$ cat config.mk
export PLATFORM = sky130hd
export DESIGN_NAME = hostif_mailbox
export DESIGN_NICKNAME = d
export VERILOG_FILES = /design/src/rtl/hif_pkg.sv /design/src/rtl/hif_sync.sv /design/src/rtl/hif_strobe.sv /design/src/rtl/hif_regs.sv /design/src/rtl/hostif_mailbox.sv
export SDC_FILE = /design/constraint.sdc
export NUM_CORES = 1
export LEC_CHECK = 0
export ABC_AREA = 1
export BUFFER_PORTS_ARGS = -buffer_cell sky130_fd_sc_hd__buf_4
export CAP_MARGIN = 0
export CORE_MARGIN = 5
export CORE_UTILIZATION = 50
export CTS_CLUSTER_SIZE = 30
export DETAILED_ROUTE_END_ITERATION = 7
export MAX_ROUTING_LAYER = met4
export PLACE_DENSITY = 0.88
export SETUP_SLACK_MARGIN = 0.05
export SLEW_MARGIN = 20
export SYNTH_ARGS = -nofsm -noshare
export SYNTH_HDL_FRONTEND = slang
export SYNTH_SLANG_ARGS = --single-unit
$ cat constraint.sdc
create_clock -name clk -period 1.17 [get_ports clk]
set_input_delay 0.351 -clock clk [delete_from_list [all_inputs] [get_ports clk]]
set_output_delay 0.351 -clock clk [all_outputs]
set_load 0.1 [all_outputs]
$ cat src/rtl/hif_pkg.sv
package hif_pkg;

    localparam int BYTE_W = 8;

    // status bit positions (behavioural: host and processor both decode these)
    localparam int ST_OBF = 0;
    localparam int ST_IBF = 1;
    localparam int ST_CD  = 3;
    localparam logic [BYTE_W-1:0] ST_SW_MASK = 8'hF4;

    typedef enum logic [1:0] {
        SA_INBOUND  = 2'd0,
        SA_OUTBOUND = 2'd1,
        SA_STATUS   = 2'd2,
        SA_SPARE    = 2'd3
    } slv_addr_e;

    typedef struct packed {
        logic [3:0] sw_hi;
        logic       cmd;
        logic       sw_b2;
        logic       in_full;
        logic       out_full;
    } status_t;

    typedef struct packed {
        logic [BYTE_W-1:0] inbound;
        logic [BYTE_W-1:0] outbound;
    } mbox_data_t;

endpackage

$ cat src/rtl/hif_sync.sv
module hif_sync #(
    parameter int          STAGES  = 2,
    parameter int          WIDTH   = 1,
    parameter logic [WIDTH-1:0] RST_VAL = '0
) (
    input  logic             clk,
    input  logic             rst_n,
    input  logic [WIDTH-1:0] async_i,
    output logic [WIDTH-1:0] sync_o
);

    logic [WIDTH-1:0] chain_d [STAGES];
    logic [WIDTH-1:0] chain_q [STAGES];

    always_comb begin
        chain_d[0] = async_i;
        for (int i = 1; i < STAGES; i++) begin
            chain_d[i] = chain_q[i-1];
        end
    end

    generate
        for (genvar g = 0; g < STAGES; g++) begin : g_stage
            always_ff @(posedge clk or negedge rst_n) begin
                if (!rst_n) begin
                    chain_q[g] <= RST_VAL;
                end else begin
                    chain_q[g] <= chain_d[g];
                end
            end
        end
    endgenerate

    assign sync_o = chain_q[STAGES-1];

endmodule

$ cat src/rtl/hif_strobe.sv
module hif_strobe (
    input  logic clk,
    input  logic rst_n,
    input  logic cs_n_s,
    input  logic rd_n_s,
    input  logic wr_n_s,
    input  logic a0_s,
    output logic wr_pulse,
    output logic rd_out_pulse
);

    typedef struct packed {
        logic rd_act;
        logic wr_act;
    } strobe_state_t;

    strobe_state_t st_d, st_q;
    logic rd_now, wr_now;

    always_comb begin
        rd_now       = !cs_n_s && !rd_n_s;
        wr_now       = !cs_n_s && !wr_n_s;
        st_d.rd_act  = rd_now;
        st_d.wr_act  = wr_now;
        wr_pulse     = wr_now && !st_q.wr_act;
        rd_out_pulse = rd_now && !st_q.rd_act && !a0_s;
    end

    always_ff @(posedge clk or negedge rst_n) begin
        if (!rst_n) begin
            st_q <= '0;
        end else begin
            st_q <= st_d;
        end
    end

endmodule

$ cat src/rtl/hif_regs.sv
module hif_regs
    import hif_pkg::*;
(
    input  logic              clk,
    input  logic              rst_n,
    input  logic              standby_i,
    input  logic              wr_pulse,
    input  logic              rd_out_pulse,
    input  logic              a0_s,
    input  logic [BYTE_W-1:0] din_s,
    input  logic              slv_sel,
    input  logic              slv_we,
    input  logic [1:0]        slv_addr,
    input  logic [BYTE_W-1:0] slv_wdata,
    output logic [BYTE_W-1:0] slv_rdata,
    output logic [BYTE_W-1:0] status_o,
    output logic [BYTE_W-1:0] outbound_o
);

    status_t    st_d, st_q;
    mbox_data_t dat_d, dat_q;
    logic       slv_rd, slv_wr;
    slv_addr_e  addr;

    always_comb begin
        addr   = slv_addr_e'(slv_addr);
        slv_rd = slv_sel && !slv_we;
        slv_wr = slv_sel && slv_we;
        st_d   = st_q;
        dat_d  = dat_q;

        // clearing events first, so that a coincident set wins
        if (slv_rd && addr == SA_INBOUND) begin
            st_d.in_full = 1'b0;
        end
        if (rd_out_pulse) begin
            st_d.out_full = 1'b0;
        end

        if (slv_wr && addr == SA_OUTBOUND) begin
            dat_d.outbound = slv_wdata;
            st_d.out_full  = 1'b1;
        end
        if (slv_wr && addr == SA_STATUS) begin
            st_d = status_t'((BYTE_W'(st_d) & ~ST_SW_MASK) | (slv_wdata & ST_SW_MASK));
        end

        if (wr_pulse) begin
            dat_d.inbound = din_s;
            st_d.cmd      = a0_s;
            st_d.in_full  = 1'b1;
        end

        if (standby_i) begin
            st_d = '0;
        end
    end

    always_ff @(posedge clk or negedge rst_n) begin
        if (!rst_n) begin
            st_q <= '0;
        end else begin
            st_q <= st_d;
        end
    end

    // data bytes carry no reset value
    always_ff @(posedge clk) begin
        dat_q <= dat_d;
    end

    always_comb begin
        unique case (addr)
            SA_INBOUND:  slv_rdata = dat_q.inbound;
            SA_OUTBOUND: slv_rdata = dat_q.outbound;
            SA_STATUS:   slv_rdata = BYTE_W'(st_q);
            default:     slv_rdata = '0;
        endcase
    end

    assign status_o   = BYTE_W'(st_q);
    assign outbound_o = dat_q.outbound;

endmodule

$ cat src/rtl/hostif_mailbox.sv
module hostif_mailbox
    import hif_pkg::*;
#(
    parameter int SYNC_STAGES = 2
) (
    input  logic              clk,
    input  logic              rst_n,
    input  logic              standby_i,
    input  logic              host_cs_n,
    input  logic              host_a0,
    input  logic              host_rd_n,
    input  logic              host_wr_n,
    input  logic [BYTE_W-1:0] host_din,
    output logic [BYTE_W-1:0] host_dout,
    output logic              host_oe,
    input  logic              slv_sel,
    input  logic              slv_we,
    input  logic [1:0]        slv_addr,
    input  logic [BYTE_W-1:0] slv_wdata,
    output logic [BYTE_W-1:0] slv_rdata
);

    localparam int HW = BYTE_W + 4;
    localparam logic [HW-1:0] HRST = {3'b111, 1'b0, {BYTE_W{1'b0}}};

    logic [HW-1:0]     host_raw, host_s;
    logic              cs_n_s, rd_n_s, wr_n_s, ha0_s;
    logic [BYTE_W-1:0] din_s;
    logic              hwr_pulse, hrd_out_pulse;
    logic [BYTE_W-1:0] status_w, outbound_w;

    assign host_raw = {host_cs_n, host_rd_n, host_wr_n, host_a0, host_din};

    hif_sync #(
        .STAGES (SYNC_STAGES),
        .WIDTH  (HW),
        .RST_VAL(HRST)
    ) u_sync (
        .clk    (clk),
        .rst_n  (rst_n),
        .async_i(host_raw),
        .sync_o (host_s)
    );

    assign {cs_n_s, rd_n_s, wr_n_s, ha0_s, din_s} = host_s;

    hif_strobe u_strobe (
        .clk         (clk),
        .rst_n       (rst_n),
        .cs_n_s      (cs_n_s),
        .rd_n_s      (rd_n_s),
        .wr_n_s      (wr_n_s),
        .a0_s        (ha0_s),
        .wr_pulse    (hwr_pulse),
        .rd_out_pulse(hrd_out_pulse)
    );

    hif_regs u_regs (
        .clk         (clk),
        .rst_n       (rst_n),
        .standby_i   (standby_i),
        .wr_pulse    (hwr_pulse),
        .rd_out_pulse(hrd_out_pulse),
        .a0_s        (ha0_s),
        .din_s       (din_s),
        .slv_sel     (slv_sel),
        .slv_we      (slv_we),
        .slv_addr    (slv_addr),
        .slv_wdata   (slv_wdata),
        .slv_rdata   (slv_rdata),
        .status_o    (status_w),
        .outbound_o  (outbound_w)
    );

    // host bus path is combinational from the pins for bus timing
    assign host_oe   = !host_cs_n && !host_rd_n;
    assign host_dout = host_a0 ? status_w : outbound_w;

endmodule

-- Word-level counts from Yosys, hierarchy flattened
Cells that the tools add are included.
- $lt $le $gt $ge: 0
- bitwise logic cells: 1
- divide/modulo/power cells: 0
- shift operators: 0
- add/sub/neg operators: 0
- eq/ne operators: 2
- reductions and logical operators: 23
- multiply operators: 0
- muxes and demuxes: 9
- operator list (cell ; count):
    8-bit 2-to-1 mux ; 3
    8-bit case mux with 3 select lines ; 1
    1-bit logical AND ; 11
    1-bit logical NOT ; 9
    4-bit by 8-bit OR with 8-bit output ; 1
    1-bit 2-to-1 mux ; 5
    3-bit nonzero test ; 1
    2-bit by 1-bit == test with 1-bit output, second input constant ; 1
    2-bit == test, second input constant ; 1
    2-bit logical NOT ; 1
    2-bit nonzero test ; 1
- bits in registers: 50
- RAM bits: 0
- bits in read-only memories: 0
- output and inout bits: 17
- word-level logic and storage cells: 46
- bits in latches: 0
- memories kept: 0

-- Longest topological paths before layout
Gate-level depths: netlist of run 1.
- depth after elaboration: 10
- mapped depth: 6
- depth with buffers taken out: 6

-- Cells and area by module
Synthesis of run 1 repeated with hierarchy kept, for this count alone.
- cell total of the unflattened synthesis: 165
- area total of the unflattened synthesis: 1858.0 sq um
- by module, submodules not included (module ; area an instance (sq um) ; cells an instance ; seq. area each (sq um) ; times used):
    hif_regs ; 1047.3 ; 102 ; 680.7 ; 1
    hif_sync ; 608.1 ; 24 ; 608.1 ; 1
    hostif_mailbox ; 108.9 ; 27 ; 0.0 ; 1
    hif_strobe ; 93.8 ; 12 ; 50.0 ; 1

-- Worst setup path before layout of run 1
No wires, ideal clock.
- kind: input to output
- start: input port host_a0
- end: output port host_dout[5]
- buffers on the path: 1
- arrival: 2628 ps
- slack: -1809 ps
- stages on the path: 2
- path through: buf_2 o21ai_0
- word-level cells in the longest chain between the ends: 1
- ends and longest elaborated chain (element ; RTL line ; text):
    from (decl) ; hostif_mailbox.sv:10 ; input logic host_a0,
    8-bit 2-to-1 mux ; hostif_mailbox.sv:77 ; assign host_dout = host_a0 ? status_w : outbound_w;
    to (decl) ; hostif_mailbox.sv:14 ; output logic [BYTE_W-1:0] host_dout,
Every way passes these cells.

-- Final worst setup path of run 1
- start: register u_regs.dat_q (netlist bit u_regs.outbound_o[7])
- end: output port slv_rdata[7]
- word-level cells in the longest chain between the ends: 1
- ends and longest elaborated chain (element ; RTL line ; text):
    from (decl) ; hif_regs.sv:21 ; mbox_data_t dat_d, dat_q;
    from (signal assigned) ; hif_regs.sv:69 ; dat_q <= dat_d;
    8-bit case mux with 3 select lines ; hif_regs.sv:73 ; unique case (addr)
    to (decl) ; hostif_mailbox.sv:20 ; output logic [BYTE_W-1:0] slv_rdata
Every way passes these cells.

==> metrics.md, run 1 <==
| Metric | Value |
|---|---|
| Largest net degree at the start of global routing | `35` |
| Period minus WS final | `1630 ps` |
| Largest cells by area after synthesis | `dfrtp_1 (40%), edfxtp_1 (27%), dfstp_2 (8.9%)` |
| Worst Setup Start Kind | `register` |
| H-tree depth | `2` |
| Die Wd | `69.4 µm` |
| Clk slew on worst S/H paths | `150 ps` |
| Maximum Capacitance Violations | `0` |
| TritonRoute pass-1 iters | `4` |
| Register area share after synthesis | `0.758` |
| Max-slew violation count | `0` |
| Core Rows | `21` |
| Worst EP arrival | `1280 ps` |
| Area delta synth->final | `49.0%` |
| Setup WS post-layout | `-460 ps` |
| Top-count cell post-synth | `nand2_1` |
| Part of the cycle the worst path needs | `1.39` |
| Top cells by count, synth | `nand2_1 (41), dfrtp_1 (28), edfxtp_1 (16), inv_1 (15), o21ai_0 (9)` |
| Final antenna-violating net count | `0` |
| Failing checks | `negative setup slack` |
| Boundary pin count | `44` |
| Initial antenna violation count | `0` |
| RSZ-0062 raised after global routing | `true` |
| Synth async-reset ratio | `0.680` |
| Max clock buf depth | `2` |
| Chip height | `69.4 µm` |
| Top-area cell type share of the netlist area | `0.397` |
| Cell area after synthesis | `1770 µm²` |
| Layout Utilization | `0.776` |
| Post-Route WL | `4.03 mm` |
| Fmax | `0.613 GHz` |
| Yosys cell types | `16` |
| Number of port buffers | `43` |
| TritonCTS buffer count | `5` |
| Drt drc | `0` |
| Vias | `1,343` |
| Clk_skew | `20.1 ps` |
| Global-route wire length before repair | `6.54 mm` |
| Power density over the cells | `1270 nW/µm²` |
| Critical path capture point type | `primary output` |
| Most used flip-flop cell after synthesis | `dfrtp_1` |
| Critical path fanouts, max | `2` |
| Yosys warning count | `0` |
| Final GP Congestion | `0.853` |
| Final Non-Filler Cells | `254` |
| Antenna fix cells | `0` |
| Worst-Skew Late Latency | `360 ps` |
| Root buf cell | `clkbuf_4` |
| Power Total | `3.35 mW` |
| GRT overflow | `0` |
| Final setup vio count | `16` |
| Via density | `5.29` |
| Num Clock Sinks | `50` |
| Routed wire per std cell | `15.9 µm` |
| Fin nets | `234` |
| Post-synth EDFFs | `16` |
| Reg2Reg Setup Slack | `130 ps` |
| VDD IR max | `0.920 mV` |
| Worst Path Required | `820 ps` |
| CTS tree | `done` |
| Hold crit path type | `input pin to register` |
| GRT Total Usage | `0.177` |
| Leakage | `1.15 nW` |
| Vias in the first global route | `1,381` |
| 1st-iter DRT viols | `151` |
| Worst Tran Pin Value | `410 ps` |
| CORE AREA | `3390 µm²` |
| Area leader, netlist | `dfrtp_1` |
| Synth Instances | `144` |
| Dpl cells | `238` |
| Die ar. | `4820 µm²` |
| Status | `finished with violations` |
| Avg Cell Area, Syn | `12.3 µm²` |
| Fraction of layout cells with a size suffix above 1 | `0.505` |
| Detailed placement HPWL | `2.65 mm` |
| Slew headroom | `0.727` |
| Synth Register Bits | `50` |
| Starting Density | `0.521` |
| Hold Violations, Final | `0` |
| Syn nets | `171` |
| Worst setup path class | `register to primary output` |
==> cell type report <==
cell class	instances	area, µm²
clock buffers	5	37.5
clock inverters	3	21.3
fillers	209	759
inverters	16	76.3
multi-input cells	77	498
flip-flops and latches	50	1340
well taps	46	57.6
repair buffers	57	601
==> cells by family after synthesis <==
| group | count (synthesis) | share of synthesized area |
|---|---|---|
| AOI/OAI and AO/OA | 19 | 0.0652 |
| DFF | 50 | 0.758 |
| and+or+nand+nor | 58 | 0.140 |
| buffers and inverters | 17 | 0.0368 |
==> per-layer routing <==
layer	vias to the layer above	track usage	wire length [µm]
li1	602	-	-
met1	644	0.201	1440
met2	84	0.292	2130
met3	13	0.0522	357
met4	0	0.0738	106
met5	-	-	0
==> report_power, final <==
group / leakage [nW] / switching, mW / internal, mW / total, mW
Sequential: 0.555 / 0.0315 / 1.89 / 1.92
Combinational: 0.566 / 0.448 / 0.233 / 0.681
Clock: 0.0312 / 0.513 / 0.234 / 0.748
==> layout by cell type, fill, tap and decap left out, types with 2 or more instances in the layout <==
cell type,synthesis,final
inv_1,15,4
inv_2,1,11
nand2_1,41,32
buf_6,0,12
nand2_2,1,9
dfrtp_1,28,28
buf_12,0,10
nand3_1,5,5
buf_4,0,34
o211ai_1,8,8
nor2_1,7,5
dfstp_2,6,6
edfxtp_1,16,16
a21oi_1,2,2
nor2_2,1,2
clkbuf_4,0,5
o21ai_4,0,8
nor2_4,2,3
==> critical path, cell delays in order (launching register included) <==
cell and delay, ps:
edfxtp_1 390, inv_2 60, o211ai_1 200, buf_6 260
==> state kept, by name (all words and copies together) (netlist names) <==
name and cells:
u_sync.chain_d 12, u_strobe.st_q 2, u_sync.sync_o 12, u_regs.outbound_o 8, u_regs.status_o 8, u_regs.dat_q 8
==> metrics by stage <==
stage | setup WS, ps | area (µm²) | TNS (ps) | hold slack [ps]
2_1_floorplan | -1110 | 1890 | -10450 | 55.4
3_3_place_gp | -439 | 2320 | -6470 | 301
3_5_place_dp | -489 | 2320 | -7240 | 315
4_1_cts | -445 | 2560 | -6060 | 69.5
5_1_grt | -557 | 2630 | -7560 | 49.2
6_report | -460 | 2630 | -6350 | 89.8
==> path summary, 6_finish.rpt <==
kind,startpoint,end,depth (start not counted)
setup reg to reg,u_sync.sync_o[11]$_DFF_PN1_,u_regs.dat_q[11]$_DFFE_PP_,3
hold reg to reg,u_sync.chain_d[1]$_DFF_PN0_,u_sync.sync_o[1]$_DFF_PN0_,0
hold / removal,host_cs_n,u_sync.chain_d[11]$_DFF_PN1_,1
max in group asynchronous,rst_n,u_sync.chain_d[9]$_DFF_PN1_,2
setup / recovery,u_regs.outbound_o[7]$_DFFE_PP_,slv_rdata[7],3
min in group asynchronous,rst_n,u_regs.status_o[6]$_DFFE_PN0P_,2
==> timing repair <==
item / 4_1_cts / 5_1_grt
endpoints found under the setup margin: 25 / 18
hold buffers: 1 / 0
gates resized for setup: 51 / 9
buffers inserted: 2 / 5
endpoints found under the hold margin: 28 / 0
pin swaps: 9 / 4
Power figures use the tool's default switching activity.
==> inputs of run 2 (changes only) <==
--- a/config.mk
+++ b/config.mk
@@ -5,7 +5,6 @@
 export SDC_FILE = /design/constraint.sdc
 export NUM_CORES = 1
 export LEC_CHECK = 0
-export ABC_AREA = 1
 export BUFFER_PORTS_ARGS = -buffer_cell sky130_fd_sc_hd__buf_4
 export CAP_MARGIN = 0
 export CORE_MARGIN = 5
@@ -13,7 +12,7 @@
 export CTS_CLUSTER_SIZE = 30
 export DETAILED_ROUTE_END_ITERATION = 7
 export MAX_ROUTING_LAYER = met4
-export PLACE_DENSITY = 0.88
+export PLACE_DENSITY = 0.87
 export SETUP_SLACK_MARGIN = 0.05
 export SLEW_MARGIN = 20
 export SYNTH_ARGS = -nofsm -noshare
==> constraint.sdc (replaced) <==
create_clock -name clk -period 1.17 [get_ports clk]
set_input_delay 0.351 -clock clk [delete_from_list [all_inputs] [get_ports clk]]
set_output_delay 0.351 -clock clk [all_outputs]
set_load 0.05 [all_outputs]
==> metrics.md, run 2 <==
| Metric | Value |
|---|---|
| Boundary pin count | `44` |
| Top-count cell post-synth | `dfrtp_1` |
| Period minus WS final | `1660 ps` |
| Final setup vio count | `18` |
| Worst Tran Pin Value | `400 ps` |
| VDD IR max | `0.966 mV` |
| Hold worst-path end | `u_sync.chain_d[9]$_DFF_PN1_` |
| Via density | `5.29` |
| Clk_skew | `13.1 ps` |
| Top cells by count, synth | `dfrtp_1 (28), edfxtp_1 (16), mux2i_1 (13), nand2b_1 (11)` |
| Commonest non-fill, non-tap cells in the layout | `buf_4 (41), dfrtp_1 (27), buf_6 (17)` |
| Detailed placement HPWL | `2.76 mm` |
| Largest net degree at the start of global routing | `35` |
| Worst-Skew Late Latency | `310 ps` |
| Slew headroom | `0.733` |
| Worst reg2reg path startpoint | `u_strobe.st_q[0]$_DFF_PN0_` |
| Die ar. | `4990 µm²` |
| Core Rows | `22` |
| Initial antenna violation count | `0` |
| RSZ-0062 raised after global routing | `true` |
| Post-Route WL | `4.60 mm` |
| Routed wire per std cell | `20.4 µm` |
| Worst-path cell chain | `mux2i_2, o2bb2ai_4, buf_8` |
| Failing checks | `negative setup slack` |
| Power density over the cells | `1290 nW/µm²` |
| Most used flip-flop cell after synthesis | `dfrtp_1` |
| Reg2reg path depth | `2` |
| Worst EP arrival | `1310 ps` |
| R2r endpoint | `u_regs.status_o[1]$_DFF_PN0_` |
| Status | `finished with violations` |
| GRT overflow | `0` |
| Number of port buffers | `43` |
| Setup WS post-layout | `-495 ps` |
| Part of the cycle the worst path needs | `1.42` |
| Synth Instances | `111` |
| Power Total | `3.65 mW` |
| Num Clock Sinks | `50` |
| Reg2Reg Setup Slack | `-50 ps` |
| Final Non-Filler Cells | `225` |
| Leakage | `1.19 nW` |
| CORE AREA | `3610 µm²` |
| Die Wd | `70.6 µm` |
| Dpl cells | `211` |
| Largest cells by area after synthesis | `dfrtp_1 (38%), edfxtp_1 (26%), dfstp_2 (8.6%)` |
| Yosys warning count | `0` |
| Hold Path Stages | `1` |
| Maximum Capacitance Violations | `0` |
| Drt drc | `0` |
| TritonRoute pass-1 iters | `4` |
| Fin nets | `203` |
| Max clock buf depth | `2` |
| Vias in the first global route | `1,361` |
| GRT Total Usage | `0.192` |
| Yosys cell types | `22` |
| Global-route wire length before repair | `6.87 mm` |
| Starting Density | `0.509` |
| Final antenna-violating net count | `0` |
| Synth async-reset ratio | `0.680` |
| Area delta synth->final | `53.8%` |
| Syn nets | `138` |
| TritonCTS buffer count | `5` |
| Commonest non-fill, non-tap cell in the layout | `buf_4` |
| Worst Setup Start Kind | `register` |
| Final GP Congestion | `0.796` |
| Root buf cell | `clkbuf_8` |
| Area leader, netlist | `dfrtp_1` |
| 1st-iter DRT viols | `67` |
| Top-area cell type share of the netlist area | `0.381` |
| Register area share after synthesis | `0.729` |
| Synth Register Bits | `50` |
| Fraction of layout cells with a size suffix above 1 | `0.621` |
| Hold Violations, Final | `0` |
| Area after DPL | `2520 µm²` |
| CTS tree | `done` |
| Max-slew violation count | `0` |
| Hold_sp | `host_wr_n` |
| Critical path fanouts, max | `2` |
| Fmax | `0.601 GHz` |
| Avg Cell Area, Syn | `16.5 µm²` |
| WHS | `152 ps` |
| Post-synth EDFFs | `16` |
| Critical path capture point type | `primary output` |
| Cell area after synthesis | `1840 µm²` |
| H-tree depth | `2` |
| Design area | `2830 µm²` |
| Clk slew on worst S/H paths | `90 ps` |
| Worst path max stage delay | `460 ps` |
| CP max stage cell | `edfxtp_1` |
| Worst Path Required | `820 ps` |
| Vias | `1,191` |
| Antenna fix cells | `0` |
| Hold crit path type | `input pin to register` |
| Worst setup path class | `register to primary output` |
| Chip height | `70.6 µm` |
==> run 2: worst max-delay path by stage <==
stage / depth (start not counted) / start / to / slack, ps
2_1_floorplan: 4 / slv_addr[1] / slv_rdata[0] / -200
3_3_place_gp: 5 / slv_addr[0] / slv_rdata[2] / -340
3_5_place_dp: 4 / slv_addr[0] / slv_rdata[6] / -350
4_1_cts: 3 / u_regs.outbound_o[6]$_DFFE_PP_ / slv_rdata[6] / -440
5_1_grt: 3 / u_regs.outbound_o[3]$_DFFE_PP_ / slv_rdata[3] / -530
6_report: 3 / u_regs.outbound_o[3]$_DFFE_PP_ / slv_rdata[3] / -490
==> run 2: metrics by stage <==
stage                util  worst slack, ps  setup TNS [ps]
floorplan               -             -200           -1830
global placement    0.699             -337           -7570
detailed placement  0.699             -353           -8620
CTS                 0.763             -439           -6160
global route        0.783             -533           -6800
finish              0.783             -495           -6220
==> run 2: repair_timing <==
item,4_1_cts,5_1_grt
buffers inserted,4,1
endpoints found under the hold margin,28,0
hold buffers,1,0
pin swaps,7,6
endpoints found under the setup margin,31,29
gates resized for setup,23,17
==> run 2: cells by family (layout without fill, tap and decap cells) <==
kind of cell           Yosys count  count (layout)  share of synthesized area
buffers and inverters            6              72                     0.0170
DFF                             50              50                      0.729
AOI/OAI and AO/OA               13              13                     0.0593
and+or+nand+nor                 21              21                     0.0749
muxes                           21              21                      0.120
==> run 2: area by class of cell <==
cell class / count / area, µm²
well taps: 48 / 60.1
clock buffers: 6 / 93.8
repair buffers: 64 / 589
fillers: 185 / 781
clock inverters: 2 / 17.5
flip-flops and latches: 50 / 1340
multi-input cells: 55 / 724
==> run 2: routing by layer <==
| layer | vias up | GRT usage | wire length, µm |
|---|---|---|---|
| li1 | 536 | - | - |
| met3 | 8 | 0.0398 | 280 |
| met5 | - | - | 0 |
| met2 | 55 | 0.326 | 2520 |
| met4 | 0 | 0.102 | 104 |
| met1 | 592 | 0.211 | 1690 |
==> run 2: report_power, final <==
group	internal, mW	total [mW]	switching (mW)
Combinational	0.271	0.580	0.309
Sequential	1.89	1.94	0.0452
Clock	0.562	1.14	0.577
Total	2.72	3.65	0.931
==> run 2: worst max-delay path: cells and delay by family (launching register included) <==
family	cells	cell delay [ps]
compound gates	1	90
buf+inv	1	150
mux	1	300
flops	1	460
==> inputs of run 3 (changes only) <==
--- a/config.mk
+++ b/config.mk
@@ -7,12 +7,11 @@
 export LEC_CHECK = 0
 export BUFFER_PORTS_ARGS = -buffer_cell sky130_fd_sc_hd__buf_4
 export CAP_MARGIN = 0
-export CORE_MARGIN = 5
-export CORE_UTILIZATION = 50
+export CORE_UTILIZATION = 47
 export CTS_CLUSTER_SIZE = 30
 export DETAILED_ROUTE_END_ITERATION = 7
 export MAX_ROUTING_LAYER = met4
-export PLACE_DENSITY = 0.87
+export PLACE_DENSITY = 0.86
 export SETUP_SLACK_MARGIN = 0.05
 export SLEW_MARGIN = 20
 export SYNTH_ARGS = -nofsm -noshare
==> constraint.sdc (replaced) <==
create_clock -name clk -period 1.46 [get_ports clk]
set_input_delay 0.438 -clock clk [delete_from_list [all_inputs] [get_ports clk]]
set_output_delay 0.438 -clock clk [all_outputs]
set_load 0.05 [all_outputs]
==> metrics.md, run 3 (same netlist as run 2, synthesis figures left out) <==
| Metric | Value |
|---|---|
| Fraction of layout cells with a size suffix above 1 | `0.594` |
| Worst Setup Start Kind | `register` |
| GRT overflow | `0` |
| Detailed placement HPWL | `2.48 mm` |
| Area delta synth->final | `51.6%` |
| Period minus WS final | `1640 ps` |
| Clk slew on worst S/H paths | `90 ps` |
| Via density | `5.46` |
| Fillers | `212` |
| Cell family with most CP delay | `flip-flops` |
| Antenna fix cells | `0` |
| Number of stages on the worst setup path | `3` |
| Switching share of power | `0.243` |
| Worst EP arrival | `1210 ps` |
| Reg2reg path depth | `2` |
| CP Capture Point | `slv_rdata[3]` |
| Boundary pin count | `44` |
| Final antenna-violating net count | `0` |
| Die Wd | `64.5 µm` |
| R2r endpoint | `u_regs.dat_q[13]$_DFFE_PP_` |
| Die ar. | `4160 µm²` |
| Critical Path Start | `u_regs.dat_q[11]$_DFFE_PP_` |
| Power density over the cells | `1030 nW/µm²` |
| Core Rows | `22` |
| Status | `finished with violations` |
| Worst reg2reg path startpoint | `u_strobe.st_q[0]$_DFF_PN0_` |
| Starting Density | `0.494` |
| Commonest non-fill, non-tap cell in the layout | `buf_4` |
| TritonCTS buffer count | `5` |
| Critical path fanouts, max | `1` |
| CP max stage cell | `edfxtp_1` |
| Worst path max stage delay | `430 ps` |
| Part of the cycle the worst path needs | `1.13` |
| RSZ-0062 raised after global routing | `true` |
| Drt drc | `0` |
| Chip height | `64.5 µm` |
| Setup TNS | `-2340 ps` |
| Clock network power share | `0.301` |
| 1st-iter DRT viols | `53` |
| Worst-path cell chain | `mux2i_2, o2bb2ai_4, buf_6` |
| Cts hold-fix bufs | `0` |
| TritonRoute pass-1 iters | `4` |
| Max-slew violation count | `0` |
| Vias in the first global route | `1,255` |
| Critical path capture point type | `primary output` |
| Hold Violations, Final | `0` |
| Layout Utilization | `0.749` |
| Int Pwr | `2.16 mW` |
| Vias | `1,218` |
| GRT Total Usage | `0.225` |
| Worst Tran Pin Value | `387 ps` |
| Commonest non-fill, non-tap cells in the layout | `buf_4 (43), dfrtp_1 (28), edfxtp_1 (16)` |
| Num Clock Sinks | `50` |
| Maximum Capacitance Violations | `0` |
| VDD IR max | `0.767 mV` |
| Setup WS post-layout | `-184 ps` |
| Fin nets | `201` |
| Worst-Skew Late Latency | `300 ps` |
| Clk_skew | `7.66 ps` |
| Worst Path Required | `1020 ps` |
| Hold crit path type | `input pin to async pin` |
| Largest net degree at the start of global routing | `35` |
| CORE AREA | `3720 µm²` |
| Sequential power share | `0.540` |
| Fmax | `0.608 GHz` |
| Initial antenna violation count | `0` |
| Buf/Inv on CP | `1` |
| Root buf cell | `clkbuf_8` |
| Global-route wire length before repair | `6.49 mm` |
| Leakage | `1.19 nW` |
| H-tree depth | `2` |
| Logic gate share of total power | `0.159` |
| Max clock buf depth | `2` |
| Number of port buffers | `43` |
| Net Sw Power | `697 µW` |
| Failing checks | `negative setup slack` |
| Routed wire per std cell | `18.5 µm` |
| Final GP Congestion | `0.727` |
| Worst setup path class | `register to primary output` |
| Reg2Reg Setup Slack | `170 ps` |
| Slew headroom | `0.739` |
| Final setup vio count | `16` |
| CTS tree | `done` |
| Post-Route WL | `4.12 mm` |
-- run 3: changes by cell type in the layout (fill, tap and decap cells not counted), moves of 2 or more --
cell / previous run / this run
buf_8: 4 / 2
clkinv_2: 0 / 2
buf_6: 17 / 14
buf_4: 41 / 43
-- run 3: cell type report --
type / instances / area (µm²) / area share
sequential: 50 / 1340 / 0.481
timing repair buffer: 62 / 591 / 0.212
clock buffer: 6 / 93.8 / 0.0337
tap: 48 / 60.1 / 0.0216
clock inverter: 2 / 10.0 / 0.00359
multi-input combinational: 55 / 692 / 0.248
-- run 3: worst min path at each step --
stage / from / to / slack, ps / cells after the start
finish: rst_n / u_sync.sync_o[3]$_DFF_PN0_ / 70 / 1
global route: rst_n / u_sync.sync_o[3]$_DFF_PN0_ / 80 / 1
CTS: rst_n / u_regs.status_o[0]$_DFF_PN0_ / 70 / 1
detailed placement: u_sync.chain_d[6]$_DFF_PN0_ / u_sync.sync_o[6]$_DFF_PN0_ / 330 / 0
global placement: u_sync.chain_d[1]$_DFF_PN0_ / u_sync.sync_o[1]$_DFF_PN0_ / 330 / 0
floorplan: rst_n / u_regs.status_o[0]$_DFF_PN0_ / 140 / 0
-- run 3: timing repair --
item,4_1_cts,5_1_grt
endpoints found under the setup margin,16,16
pin swaps,8,0
gates cloned,1,0
gates resized for setup,30,0
setup buffers,12,0
-- run 3: power by group through the flow --
stage | sequential [mW] | combinational (mW) | clock (mW)
2_1_floorplan | 1.57 | 0.243 | 0
3_3_place_gp | 1.57 | 0.365 | 0
3_5_place_dp | 1.58 | 0.378 | 0
4_1_cts | 1.54 | 0.452 | 0.881
5_1_grt | 1.55 | 0.474 | 0.955
6_report | 1.55 | 0.455 | 0.860
-- run 3: through the flow --
stage | instance area, µm² | worst slack (ps) | power [mW] | std cells | hold WS, ps
2_1_floorplan | 2070 | -84.3 | 1.81 | 111 | 142
3_3_place_gp | 2440 | -217 | 1.94 | 202 | 333
3_5_place_dp | 2440 | -263 | 1.95 | 202 | 335
4_1_cts | 2790 | -173 | 2.88 | 223 | 72.4
5_1_grt | 2790 | -235 | 2.98 | 223 | 75.7
6_report | 2790 | -184 | 2.86 | 223 | 66.3
-- run 3: per-layer routing --
metal | GRT usage | vias up | wire [µm]
met5 | - | - | 0
met4 | 0.0722 | 0 | 94
met3 | 0.0581 | 9 | 187
met2 | 0.375 | 48 | 2170
met1 | 0.267 | 634 | 1670
li1 | - | 527 | -
